$ cat config.mk
export PLATFORM = sky130hd
export DESIGN_NAME = cdec_chunk_decoder
export DESIGN_NICKNAME = d
export VERILOG_FILES = /design/src/rtl/cdec_pkg.sv /design/src/rtl/cdec_word_collect.sv /design/src/rtl/cdec_unpack.sv /design/src/rtl/cdec_gap_calc.sv /design/src/rtl/cdec_chunk_decoder.sv
export SDC_FILE = /design/constraint.sdc
export NUM_CORES = 1
export LEC_CHECK = 0
export CAP_MARGIN = 20
export CORE_UTILIZATION = 25
export CTS_BUF_LIST = sky130_fd_sc_hd__clkbuf_4 sky130_fd_sc_hd__clkbuf_8
export DETAILED_ROUTE_END_ITERATION = 12
export PLACE_DENSITY = 0.49
export SLEW_MARGIN = 30
export SYNTH_ARGS = -nofsm -noshare
export SYNTH_HDL_FRONTEND = slang
export SYNTH_SLANG_ARGS = --single-unit
$ cat constraint.sdc
create_clock -name clk -period 4.2 [get_ports clk]
set_clock_uncertainty 0.15 [all_clocks]
set_input_delay 1.05 -clock clk [delete_from_list [all_inputs] [get_ports clk]]
set_output_delay 1.05 -clock clk [all_outputs]
set_load 0.01 [all_outputs]
$ cat src/rtl/cdec_pkg.sv
`timescale 1ns/1ps
package cdec_pkg;

  typedef enum logic [2:0] {
    ST_TS,    // waiting for a cluster timestamp
    ST_PAD,   // repeating the previous sample across an idle gap
    ST_EVT,   // waiting for an event word
    ST_SUB,   // emitting the sub-samples of the held event
    ST_SKIP   // discarding the rest of a chunk past the limit
  } seq_state_t;

  // Largest log2 of samples per event supported by the mode encoding.
  localparam int MAX_SPE_LOG2 = 2;

  function automatic logic [1:0] spe_log2(input logic [1:0] mode);
    case (mode)
      2'b01:   return 2'd1;
      2'b10:   return 2'd2;
      default: return 2'd0;
    endcase
  endfunction

endpackage

$ cat src/rtl/cdec_word_collect.sv
`timescale 1ns/1ps
module cdec_word_collect #(
  parameter int BYTE_W   = 8,
  parameter int EVENTS   = 7,
  parameter int CLUSTERS = 64
) (
  input  logic                clk,
  input  logic                rst,
  input  logic                restart,
  input  logic                in_valid,
  input  logic [BYTE_W-1:0]   in_data,
  output logic                in_ready,
  output logic                word_valid,
  output logic [2*BYTE_W-1:0] word_data,
  output logic                word_is_ts,
  output logic                word_cluster_end,
  output logic                word_chunk_end,
  input  logic                word_take
);
  localparam int WPOS_W = $clog2(EVENTS + 1);
  localparam int CPOS_W = $clog2(CLUSTERS);

  logic [BYTE_W-1:0] lo_q;
  logic              have_lo;
  logic [WPOS_W-1:0] wpos;
  logic [CPOS_W-1:0] cpos;
  logic              at_cl_end;
  logic              at_ch_end;

  assign at_cl_end = (wpos == WPOS_W'(EVENTS));
  assign at_ch_end = at_cl_end && (cpos == CPOS_W'(CLUSTERS - 1));
  assign in_ready  = !word_valid;

  always_ff @(posedge clk) begin
    if (rst || restart) begin
      lo_q             <= '0;
      have_lo          <= 1'b0;
      wpos             <= '0;
      cpos             <= '0;
      word_valid       <= 1'b0;
      word_data        <= '0;
      word_is_ts       <= 1'b0;
      word_cluster_end <= 1'b0;
      word_chunk_end   <= 1'b0;
    end else begin
      if (word_take) word_valid <= 1'b0;
      if (in_valid && in_ready) begin
        if (!have_lo) begin
          lo_q    <= in_data;
          have_lo <= 1'b1;
        end else begin
          word_data        <= {in_data, lo_q};
          have_lo          <= 1'b0;
          word_valid       <= 1'b1;
          word_is_ts       <= (wpos == '0);
          word_cluster_end <= at_cl_end;
          word_chunk_end   <= at_ch_end;
          if (at_cl_end) begin
            wpos <= '0;
            cpos <= at_ch_end ? '0 : cpos + 1'b1;
          end else begin
            wpos <= wpos + 1'b1;
          end
        end
      end
    end
  end

  AST_WORD_HOLD: assert property (@(posedge clk) disable iff (rst || restart)
    word_valid && !word_take |=> word_valid && $stable(word_data));

endmodule

$ cat src/rtl/cdec_unpack.sv
`timescale 1ns/1ps
module cdec_unpack #(
  parameter int CH_W     = 16,
  parameter int LOG2_MAX = 2
) (
  input  logic [CH_W-1:0]     word,
  input  logic [LOG2_MAX-1:0] sub,
  input  logic [1:0]          spe_lg,
  output logic [CH_W-1:0]     sample
);
  localparam int NVAR  = LOG2_MAX + 1;
  localparam int IDX_W = $clog2(CH_W);

  logic [CH_W-1:0] lane [NVAR];

  for (genvar v = 0; v < NVAR; v++) begin : g_var
    localparam int S = 1 << v;
    localparam int N = CH_W / S;
    logic [LOG2_MAX-1:0] kk;
    logic [CH_W-1:0]     vec;
    assign kk = sub & LOG2_MAX'(S - 1);
    for (genvar l = 0; l < CH_W; l++) begin : g_ch
      if (l < N) begin : g_used
        assign vec[l] = word[IDX_W'(l * S) + IDX_W'(kk)];
      end else begin : g_zero
        assign vec[l] = 1'b0;
      end
    end
    assign lane[v] = vec;
  end

  always_comb begin
    sample = lane[0];
    for (int v = 1; v < NVAR; v++)
      if (spe_lg == 2'(v)) sample = lane[v];
  end

endmodule

$ cat src/rtl/cdec_gap_calc.sv
`timescale 1ns/1ps
module cdec_gap_calc #(
  parameter int TS_W     = 16,
  parameter int EVENTS   = 7,
  parameter int LOG2_MAX = 2
) (
  input  logic [TS_W-1:0]          ts,
  input  logic [TS_W-1:0]          base_ts,
  input  logic [TS_W-1:0]          limit,
  input  logic                     first,
  input  logic [1:0]               spe_lg,
  output logic [TS_W+LOG2_MAX-1:0] pad,
  output logic                     beyond
);
  localparam int PAD_W = TS_W + LOG2_MAX;

  logic [TS_W-1:0] diff;
  logic [TS_W-1:0] excess;

  assign diff   = first ? TS_W'(1) : ts - base_ts;
  assign excess = diff - TS_W'(EVENTS);
  assign pad    = (diff > TS_W'(EVENTS)) ? (PAD_W'(excess) << spe_lg) : '0;
  assign beyond = (limit != '0) && (ts > limit);

endmodule

$ cat src/rtl/cdec_chunk_decoder.sv
`timescale 1ns/1ps
module cdec_chunk_decoder
  import cdec_pkg::*;
#(
  parameter int BYTE_W   = 8,
  parameter int EVENTS   = 7,
  parameter int CLUSTERS = 64
) (
  input  logic                clk,
  input  logic                rst,
  input  logic                cap_start,
  input  logic [1:0]          mode,
  input  logic [2*BYTE_W-1:0] limit,
  input  logic                in_valid,
  input  logic [BYTE_W-1:0]   in_data,
  output logic                in_ready,
  output logic                out_valid,
  input  logic                out_ready,
  output logic [2*BYTE_W-1:0] out_sample
);
  localparam int WORD_W   = 2 * BYTE_W;
  localparam int LOG2_MAX = MAX_SPE_LOG2;
  localparam int PAD_W    = WORD_W + LOG2_MAX;

  logic              word_valid, word_is_ts, word_cluster_end, word_chunk_end, word_take;
  logic [WORD_W-1:0] word_data;

  seq_state_t          state;
  logic                first;
  logic [WORD_W-1:0]   base_ts, last_smp, evt, unpacked;
  logic                evt_end;
  logic [LOG2_MAX-1:0] sub, sub_last;
  logic [PAD_W-1:0]    pad_cnt, pad_new;
  logic                beyond;
  logic [1:0]          spe_lg;
  logic                slot_free;

  assign spe_lg    = spe_log2(mode);
  assign sub_last  = LOG2_MAX'((1 << spe_lg) - 1);
  assign slot_free = !out_valid || out_ready;
  assign word_take = word_valid && (state == ST_TS || state == ST_EVT || state == ST_SKIP);

  cdec_word_collect #(.BYTE_W(BYTE_W), .EVENTS(EVENTS), .CLUSTERS(CLUSTERS)) u_collect (
    .clk(clk), .rst(rst), .restart(cap_start),
    .in_valid(in_valid), .in_data(in_data), .in_ready(in_ready),
    .word_valid(word_valid), .word_data(word_data), .word_is_ts(word_is_ts),
    .word_cluster_end(word_cluster_end), .word_chunk_end(word_chunk_end),
    .word_take(word_take)
  );

  cdec_gap_calc #(.TS_W(WORD_W), .EVENTS(EVENTS), .LOG2_MAX(LOG2_MAX)) u_gap (
    .ts(word_data), .base_ts(base_ts), .limit(limit), .first(first),
    .spe_lg(spe_lg), .pad(pad_new), .beyond(beyond)
  );

  cdec_unpack #(.CH_W(WORD_W), .LOG2_MAX(LOG2_MAX)) u_unpack (
    .word(evt), .sub(sub), .spe_lg(spe_lg), .sample(unpacked)
  );

  always_ff @(posedge clk) begin
    if (rst) begin
      state      <= ST_TS;
      first      <= 1'b1;
      base_ts    <= '0;
      last_smp   <= '0;
      evt        <= '0;
      evt_end    <= 1'b0;
      sub        <= '0;
      pad_cnt    <= '0;
      out_valid  <= 1'b0;
      out_sample <= '0;
    end else if (cap_start) begin
      state    <= ST_TS;
      first    <= 1'b1;
      last_smp <= '0;
      pad_cnt  <= '0;
      sub      <= '0;
      if (out_valid && out_ready) out_valid <= 1'b0;
    end else begin
      if (out_valid && out_ready) out_valid <= 1'b0;
      case (state)
        ST_TS: if (word_valid) begin
          if (beyond) begin
            state <= ST_SKIP;
          end else begin
            base_ts <= word_data;
            first   <= 1'b0;
            pad_cnt <= pad_new;
            state   <= (pad_new != '0) ? ST_PAD : ST_EVT;
          end
        end
        ST_PAD: if (slot_free) begin
          out_valid  <= 1'b1;
          out_sample <= last_smp;
          pad_cnt    <= pad_cnt - 1'b1;
          if (pad_cnt == PAD_W'(1)) state <= ST_EVT;
        end
        ST_EVT: if (word_valid) begin
          evt     <= word_data;
          evt_end <= word_cluster_end;
          sub     <= '0;
          state   <= ST_SUB;
        end
        ST_SUB: if (slot_free) begin
          out_valid  <= 1'b1;
          out_sample <= unpacked;
          last_smp   <= unpacked;
          if (sub == sub_last) state <= evt_end ? ST_TS : ST_EVT;
          else                 sub   <= sub + 1'b1;
        end
        ST_SKIP: if (word_valid && word_chunk_end) state <= ST_TS;
        default: state <= ST_TS;
      endcase
    end
  end

  AST_OUT_HOLD: assert property (@(posedge clk) disable iff (rst)
    out_valid && !out_ready |=> out_valid && $stable(out_sample));
  AST_TS_AT_BOUNDARY: assert property (@(posedge clk) disable iff (rst)
    word_take && word_is_ts |-> (state == ST_TS || state == ST_SKIP));
  AST_PAD_LIVE: assert property (@(posedge clk) disable iff (rst)
    state == ST_PAD |-> pad_cnt != '0);
  AST_LANE_TWO: assert property (@(posedge clk) disable iff (rst)
    out_valid && mode == 2'b01 |-> out_sample[WORD_W-1:WORD_W/2] == '0);
  AST_LANE_FOUR: assert property (@(posedge clk) disable iff (rst)
    out_valid && mode == 2'b10 |-> out_sample[WORD_W-1:WORD_W/4] == '0);
  AST_SKIP_QUIET: assert property (@(posedge clk) disable iff (rst)
    state == ST_SKIP && !out_valid |=> !out_valid);
  AST_START_REALIGN: assert property (@(posedge clk) disable iff (rst)
    cap_start |=> state == ST_TS);

endmodule

==> results.yml, run 1 <==
outcome:
  outcome: "finished clean"
critical_path:
  reg2regPathDepth: 15
  startpoint: "u_collect.word_data[0]"
  r2r_end: "state[0]"
  path_depth: 15
  worstSetupStartpointType: "flip-flop"
  cp.required_ns: 4.39
  cpMaxStageDelayCell: "or3_4"
  r2r_start: "u_collect.word_data[0]"
  end_kind: "flip-flop"
  crit_path_max_incr_delay_ns: 0.40
  rrSetupSlack_ns: 0.20
  path_max_fanout: 5
  crit_family: "compound AO/OA/AOI/OAI gates"
  endpoint: "state[0]"
  critical_path_class: "reg2reg"
  path_cells: "inv_2 > ha_4 > fa_2 > nor2b_4 > buf_4 > o311a_4 > o211a_1 > or3_4 > o31a_1 > nor3b_4 > a31oi_4 > or3_4 > o2bb2ai_1 > nand4_1 > a22o_1"
  crit_top_cell: "or3_4"
  cp_data_arrival_time_ns: 4.19
  path_buf_inv: 2
power:
  p_leak_uw: 0.00362
  power_density_nw_per_um2: 260
  fin_total_pwr_uw: 2540
  peakVddDrop_v: 0.000141
worst_hold_path:
  hold_class: "reg2reg"
  hold_depth: 2
synthesis:
  yosysSeqAreaShare_pct: 31.9
  synth_edf_count: 0
  syn-num-nets: 1124
  synth_compound_area_share_pct: 20.9
  synthCells: 1053
  synth-simple-area-share_pct: 25.2
  synth_xor_area_share_pct: 2.64
  synthFlopType: "dfxtp_1"
  syn_avg_cell_area_um2: 7.57
  synth_top_area_share_pct: 31.9
  ys_top_cells_by_area: "dfxtp_1 32%, nand2_1 7.8%, ha_1 6.1%"
  ys_ff_latch: 127
  async_flop_share_pct: 0
  syn_area_um2: 7970
  synthMuxAreaShare_pct: 7.38
  yosys.cell_types.count: 83
  synth_top_area_cell: "dfxtp_1"
  synth_warnings: 0
  synth_fa_ha_area_share_pct: 6.37
  synth_top_family_by_area: "simple AND/OR/NAND/NOR gates"
layout:
  area_growth_pct: 22.4
  regArea_um2: 2540
  fin_cells: 1540
  multi_input_area_um2: 5050
  layout-drive-gt1-share_pct: 12.1
  stdcell_area_um2: 9760
  final_nets: 1196
  fillers: 3326
  antennaDiodeCount: 0
global_route:
  grt_max_degree: 40
  grt_usage_pct: 14.6
  grt-ovfl-total: 0
  grt_pass1_vias: 7144
  grt_pass1_wl_um: 38600
  antenna_found_initial: 0
place:
  placedInstanceArea_um2: 9270
  dp_hpwl_um: 17400
  port-buffer-count: 48
  gp_congestion: 0.805
  dp_cells: 1507
floorplan:
  fp.coreArea_um2: 31500
  die-area_um2: 32600
  die_w_um: 181
  ios: 49
  rows: 65
  fp.dieH_um: 181
  start_util_pct: 25.3
clock_network:
  cts.htree.levels: 4
  tritoncts: "yes"
  clk_latency_ns: 0.46
  holdBufCountCts: 0
  cts.sinks: 127
  path_clk_slew_ns: 0.08
  cts_buffers: 17
  cts.path.max_buffers: 2
  cts_root_buffer: "clkbuf_8"
timing:
  max_slew_margin_pct: 36.5
  setup_violations: 0
  rsz0062_at_grt: "no"
  period_minus_slack_ns: 4.00
  final-max-slew-violation-count: 0
  tns_ns: 0
  worstMarginPinSlew_ns: 0.949
  hold_viol_final: 0
  fmax_ghz: 0.250
  period_share_pct: 95.1
  holdWs_ns: 0.309
route:
  wl_per_cell_um: 15.1
  drc: 0
  num_vias: 7544
  drtIter0Drc: 409
  first_pass_iters: 5
  routed_wl_um: 23200
  ant_nets: 0
  vias_per_cell: 4.90
flow_run:
  maxCapViolCount: 0
worst min path at each step:
stage / start / to / slack (ns)
global route: last_smp[8] / last_smp[8] / 0.33
finish: last_smp[5] / last_smp[5] / 0.31
CTS: last_smp[6] / last_smp[6] / 0.31
detailed placement: last_smp[10] / last_smp[10] / 0.30
global placement: last_smp[4] / last_smp[4] / 0.29
floorplan: u_collect.lo_q[0] / u_collect.word_data[0] / 0.28
placed cells by master (no fill, tap or decap), types with 6 or more instances in the layout:
| master | synthesis | routed |
|---|---|---|
| dfxtp_1 | 127 | 127 |
| nor3_1 | 29 | 28 |
| a211oi_1 | 15 | 15 |
| nand2_1 | 166 | 166 |
| clkdlybuf4s50_1 | 0 | 47 |
| nor2b_1 | 10 | 10 |
| a31oi_1 | 9 | 9 |
| ha_1 | 39 | 37 |
| xnor2_1 | 10 | 10 |
| inv_1 | 48 | 47 |
| a21o_1 | 11 | 11 |
| nand3_1 | 38 | 38 |
| clkbuf_8 | 0 | 17 |
| nand4_1 | 8 | 8 |
| a311oi_1 | 16 | 16 |
| mux2i_1 | 45 | 45 |
| nor2_1 | 126 | 125 |
| and2_1 | 7 | 7 |
| nand2b_1 | 9 | 9 |
| xor2_1 | 14 | 13 |
| a22oi_1 | 6 | 6 |
| nand3b_1 | 6 | 6 |
| nor4_1 | 9 | 9 |
| buf_4 | 1 | 64 |
| mux2_2 | 7 | 7 |
| o21ai_0 | 42 | 42 |
| a21oi_1 | 93 | 93 |
| or3_1 | 7 | 7 |
layout make-up:
cell class                 count  area share (%)
tap                          402            5.16
multi-input combinational    812            51.7
sequential                   127            26.1
inverter                      50            1.92
clock inverter                14            1.83
clock buffer                  18            2.48
timing repair buffer         117            10.8
where the power goes:
group,switching [uW],total (uW),internal (uW)
registers,3.65,1210,1210
clock network,547,1150,603
logic,104,180,75.6
synth_stat cells, types with 7 or more instances:
master and n:
mux2i_1 45, nor2_1 126, inv_1 48, nand4_1 8, nand3_1 38, clkbuf_1 52
a211oi_1 15, a21o_1 11, nor2b_1 10, nor4_1 9, a311oi_1 16, and2_1 7
nand2_1 166, xnor2_1 10, a21oi_1 93, dfxtp_1 127, nor3_1 29, o21ai_0 42
mux2_2 7, a31oi_1 9, ha_1 39, xor2_1 14, or3_1 7, nand2b_1 9
sequential cells by signal, indices dropped and copies added, names as in the netlist, 2 cells and up:
register / cells
evt: 16
state: 3
u_collect.wpos: 3
sub: 2
u_collect.word_data: 16
base_ts: 16
u_collect.cpos: 6
pad_cnt: 18
u_collect.lo_q: 8
last_smp: 16
out_sample: 16
per-layer routing:
layer | wire length (um) | part of all wire (%) | GRT usage [%]
met1 | 11900 | 51 | 20.7
met2 | 10400 | 45 | 22.8
met3 | 673 | 2.9 | 2.30
met4 | 308 | 1.3 | 3.97
met5 | 0 | 0 | 0
kinds of logic (layout without fill, tap and decap cells):
kind of cell               Yosys count  after routing
AOI/OAI and AO/OA                  254            254
xor gates and xnor gates            24             24
adders and majority gates           40             40
buffers and inverters              114            199
DFF                                127            127
muxes                               55             55
and+or+nand+nor                    439            439
per-stage QoR:
step | setup slack, ns | util [%]
after global placement | -0.0496 | 29.4
after global routing | 0.00553 | 31.0
after CTS | 0.0119 | 30.8
final | 0.205 | 31.0
after floorplan | 0.113 | -
after detailed placement | -0.118 | 29.4
what timing repair did:
| action | CTS | global route |
|---|---|---|
| setup buffers | 0 | 1 |
| setup endpoints to repair | 0 | 14 |
| resized for setup | 0 | 10 |
worst reg2reg max path, cell delays in order, from the launching register on:
cell       delay (ns)
dfxtp_1          0.33
inv_2            0.11
ha_4             0.16
fa_2             0.23
nor2b_4          0.05
buf_4            0.13
o311a_4          0.33
o211a_1          0.23
or3_4            0.40
o31a_1           0.33
nor3b_4          0.25
a31oi_4          0.14
or3_4            0.37
o2bb2ai_1        0.18
nand4_1          0.22
a22o_1           0.29
(Power assumes the default switching activity.)
==> run 2: changes to the inputs <==
--- a/config.mk
+++ b/config.mk
@@ -7,9 +7,9 @@
 export LEC_CHECK = 0
 export CAP_MARGIN = 20
 export CORE_UTILIZATION = 25
-export CTS_BUF_LIST = sky130_fd_sc_hd__clkbuf_4 sky130_fd_sc_hd__clkbuf_8
 export DETAILED_ROUTE_END_ITERATION = 12
 export PLACE_DENSITY = 0.49
+export REMOVE_ABC_BUFFERS = 1
 export SLEW_MARGIN = 30
 export SYNTH_ARGS = -nofsm -noshare
 export SYNTH_HDL_FRONTEND = slang
==> run 2 against run 1 <==
Net effect: global-route usage down 0.13 points; worst setup slack worse by 0.023 ns; first-iteration DRC count up 4.2%; cell count down 0.45%; utilization up 0.095 points; maximum frequency down 0.57%.
==> results.yml, run 2 (synthesized netlist as in run 1, its figures left out) <==
outcome:
  outcome: "finished clean"
timing:
  tns_ns: 0
  hold_viol_final: 0
  period_share_pct: 95.7
  period_minus_slack_ns: 4.02
  rsz0062_at_grt: "no"
  worstMarginPinSlew_ns: 0.949
  max_slew_margin_pct: 36.6
  setup_violations: 0
  fmax_ghz: 0.249
  fin_ws_ns: 0.182
  final-max-slew-violation-count: 0
floorplan:
  fp.coreArea_um2: 31500
  ios: 49
  start_util_pct: 25.3
  die_w_um: 181
  rows: 65
  die-area_um2: 32600
  fp.dieH_um: 181
flow_run:
  maxCapViolCount: 0
power:
  peakVddDrop_v: 0.000263
  power_density_nw_per_um2: 294
  fin_total_pwr_uw: 2870
  p_leak_uw: 0.00363
critical_path:
  cpMaxStageDelayCell: "or3_4"
  crit_top_cell: "or3_4"
  crit_path_max_incr_delay_ns: 0.41
  r2r_start: "u_collect.word_data[0]"
  cp_data_arrival_time_ns: 4.18
  worstSetupStartpointType: "flip-flop"
  critical_path_class: "reg2reg"
  startpoint: "u_collect.word_data[0]"
  path_max_fanout: 6
  end_kind: "flip-flop"
  path_cells: "inv_1 > ha_2 > fa_2 > nor2b_4 > o311a_4 > o211a_1 > or3_4 > o31a_1 > nor3b_2 > a31oi_2 > or3_4 > nor4b_4 > a41o_1 > o221a_1"
  cp.required_ns: 4.36
layout:
  largest_reg_flops: 18
  final_nets: 1189
  stdcell_area_um2: 9790
  regMostFlops: "pad_cnt"
  antennaDiodeCount: 0
  fillers: 3372
  final_common_cell: "nand2_1"
  layout-drive-gt1-share_pct: 11.4
  area_growth_pct: 22.8
  utilization_pct: 31.1
  final_cell_mix: "166 x nand2_1, 127 x dfxtp_1, 125 x nor2_1"
place:
  dp_hpwl_um: 17200
  gp_congestion: 0.800
  placedInstanceArea_um2: 9180
  preCtsSetupSlack_ns: -0.141
  port-buffer-count: 48
route:
  wl_per_cell_um: 15.0
  routed_wl_um: 22900
  vias_per_cell: 4.86
  ant_nets: 0
  first_pass_iters: 5
  drc: 0
  drtIter0Drc: 426
  num_vias: 7451
clock_network:
  cts_buffers: 17
  cts.path.max_buffers: 2
  tritoncts: "yes"
  cts.sinks: 127
  cts.htree.levels: 4
  clk_latency_ns: 0.43
  holdBufCountCts: 0
  cts_root_buffer: "clkbuf_16"
  path_clk_slew_ns: 0.06
global_route:
  grt_usage_pct: 14.5
  grt-ovfl-total: 0
  grt_pass1_vias: 7202
  grt_max_degree: 37
  grt_pass1_wl_um: 38000
  antenna_found_initial: 0
worst_hold_path:
  hold_class: "reg2reg"
  hold_start: "last_smp[7]"
## run 2: cell count changes in the layout (fill, tap and decap cells not counted), moves of 2 or more
| cell | before | now |
|---|---|---|
| ha_4 | 2 | 0 |
| bufinv_16 | 3 | 1 |
| buf_12 | 5 | 2 |
| clkbuf_8 | 17 | 0 |
| clkbuf_16 | 0 | 17 |
| inv_8 | 0 | 2 |
| buf_4 | 64 | 60 |
## run 2: worst max-delay path, delay by kind of cell, from the launching register on
kind | cells | cell delay [ns]
compound gates | 6 | 1.61
simple gates | 5 | 1.25
fa+ha+maj | 2 | 0.48
flops | 1 | 0.31
buf+inv | 1 | 0.12
## run 2: worst paths after layout
path                               endpoint  slack, ns  cells after the start
worst min register to register  last_smp[7]       0.31                      2
worst min-delay path            last_smp[7]       0.31                      2
worst max register to register  pad_cnt[15]       0.18                     14
worst max-delay path            pad_cnt[15]       0.18                     14
## run 2: per-layer routing
| metal | share of wire [%] | routed length (um) | GRT usage, % | up-vias |
|---|---|---|---|---|
| li1 | - | - | - | 3869 |
| met1 | 48 | 11100 | 18.6 | 3493 |
| met2 | 49 | 11200 | 25.3 | 75 |
| met3 | 1.8 | 409 | 1.88 | 14 |
| met4 | 0.92 | 212 | 3.86 | 0 |
| met5 | 0 | 0 | 0 | - |
## run 2: what timing repair did
item / in CTS / in global routing
gates resized for setup: 0 / 5
setup buffers: 0 / 1
setup endpoints to repair: 0 / 12
## run 2: metrics by stage
stage	hold WS, ns	instances
global placement	0.294	1500
floorplan	0.276	989
detailed placement	0.297	1500
CTS	0.306	1532
global route	0.320	1533
finish	0.306	1533
## run 2: layout make-up
cell class	count	area (um2)	area share, %
clock inverter	15	151	1.55
multi-input combinational	812	5010	51.2
clock buffer	17	425	4.35
tap	402	503	5.14
timing repair buffer	110	966	9.87
inverter	50	188	1.92
sequential	127	2540	26.0
## run 2: power breakdown
part           leakage, uW  internal [uW]  total [uW]  switching (uW)
Sequential         0.00102           1210        1210            3.58
Clock             0.000279            835        1490             650
Combinational      0.00233           72.3         175             103
Total              0.00363           2120        2870             757
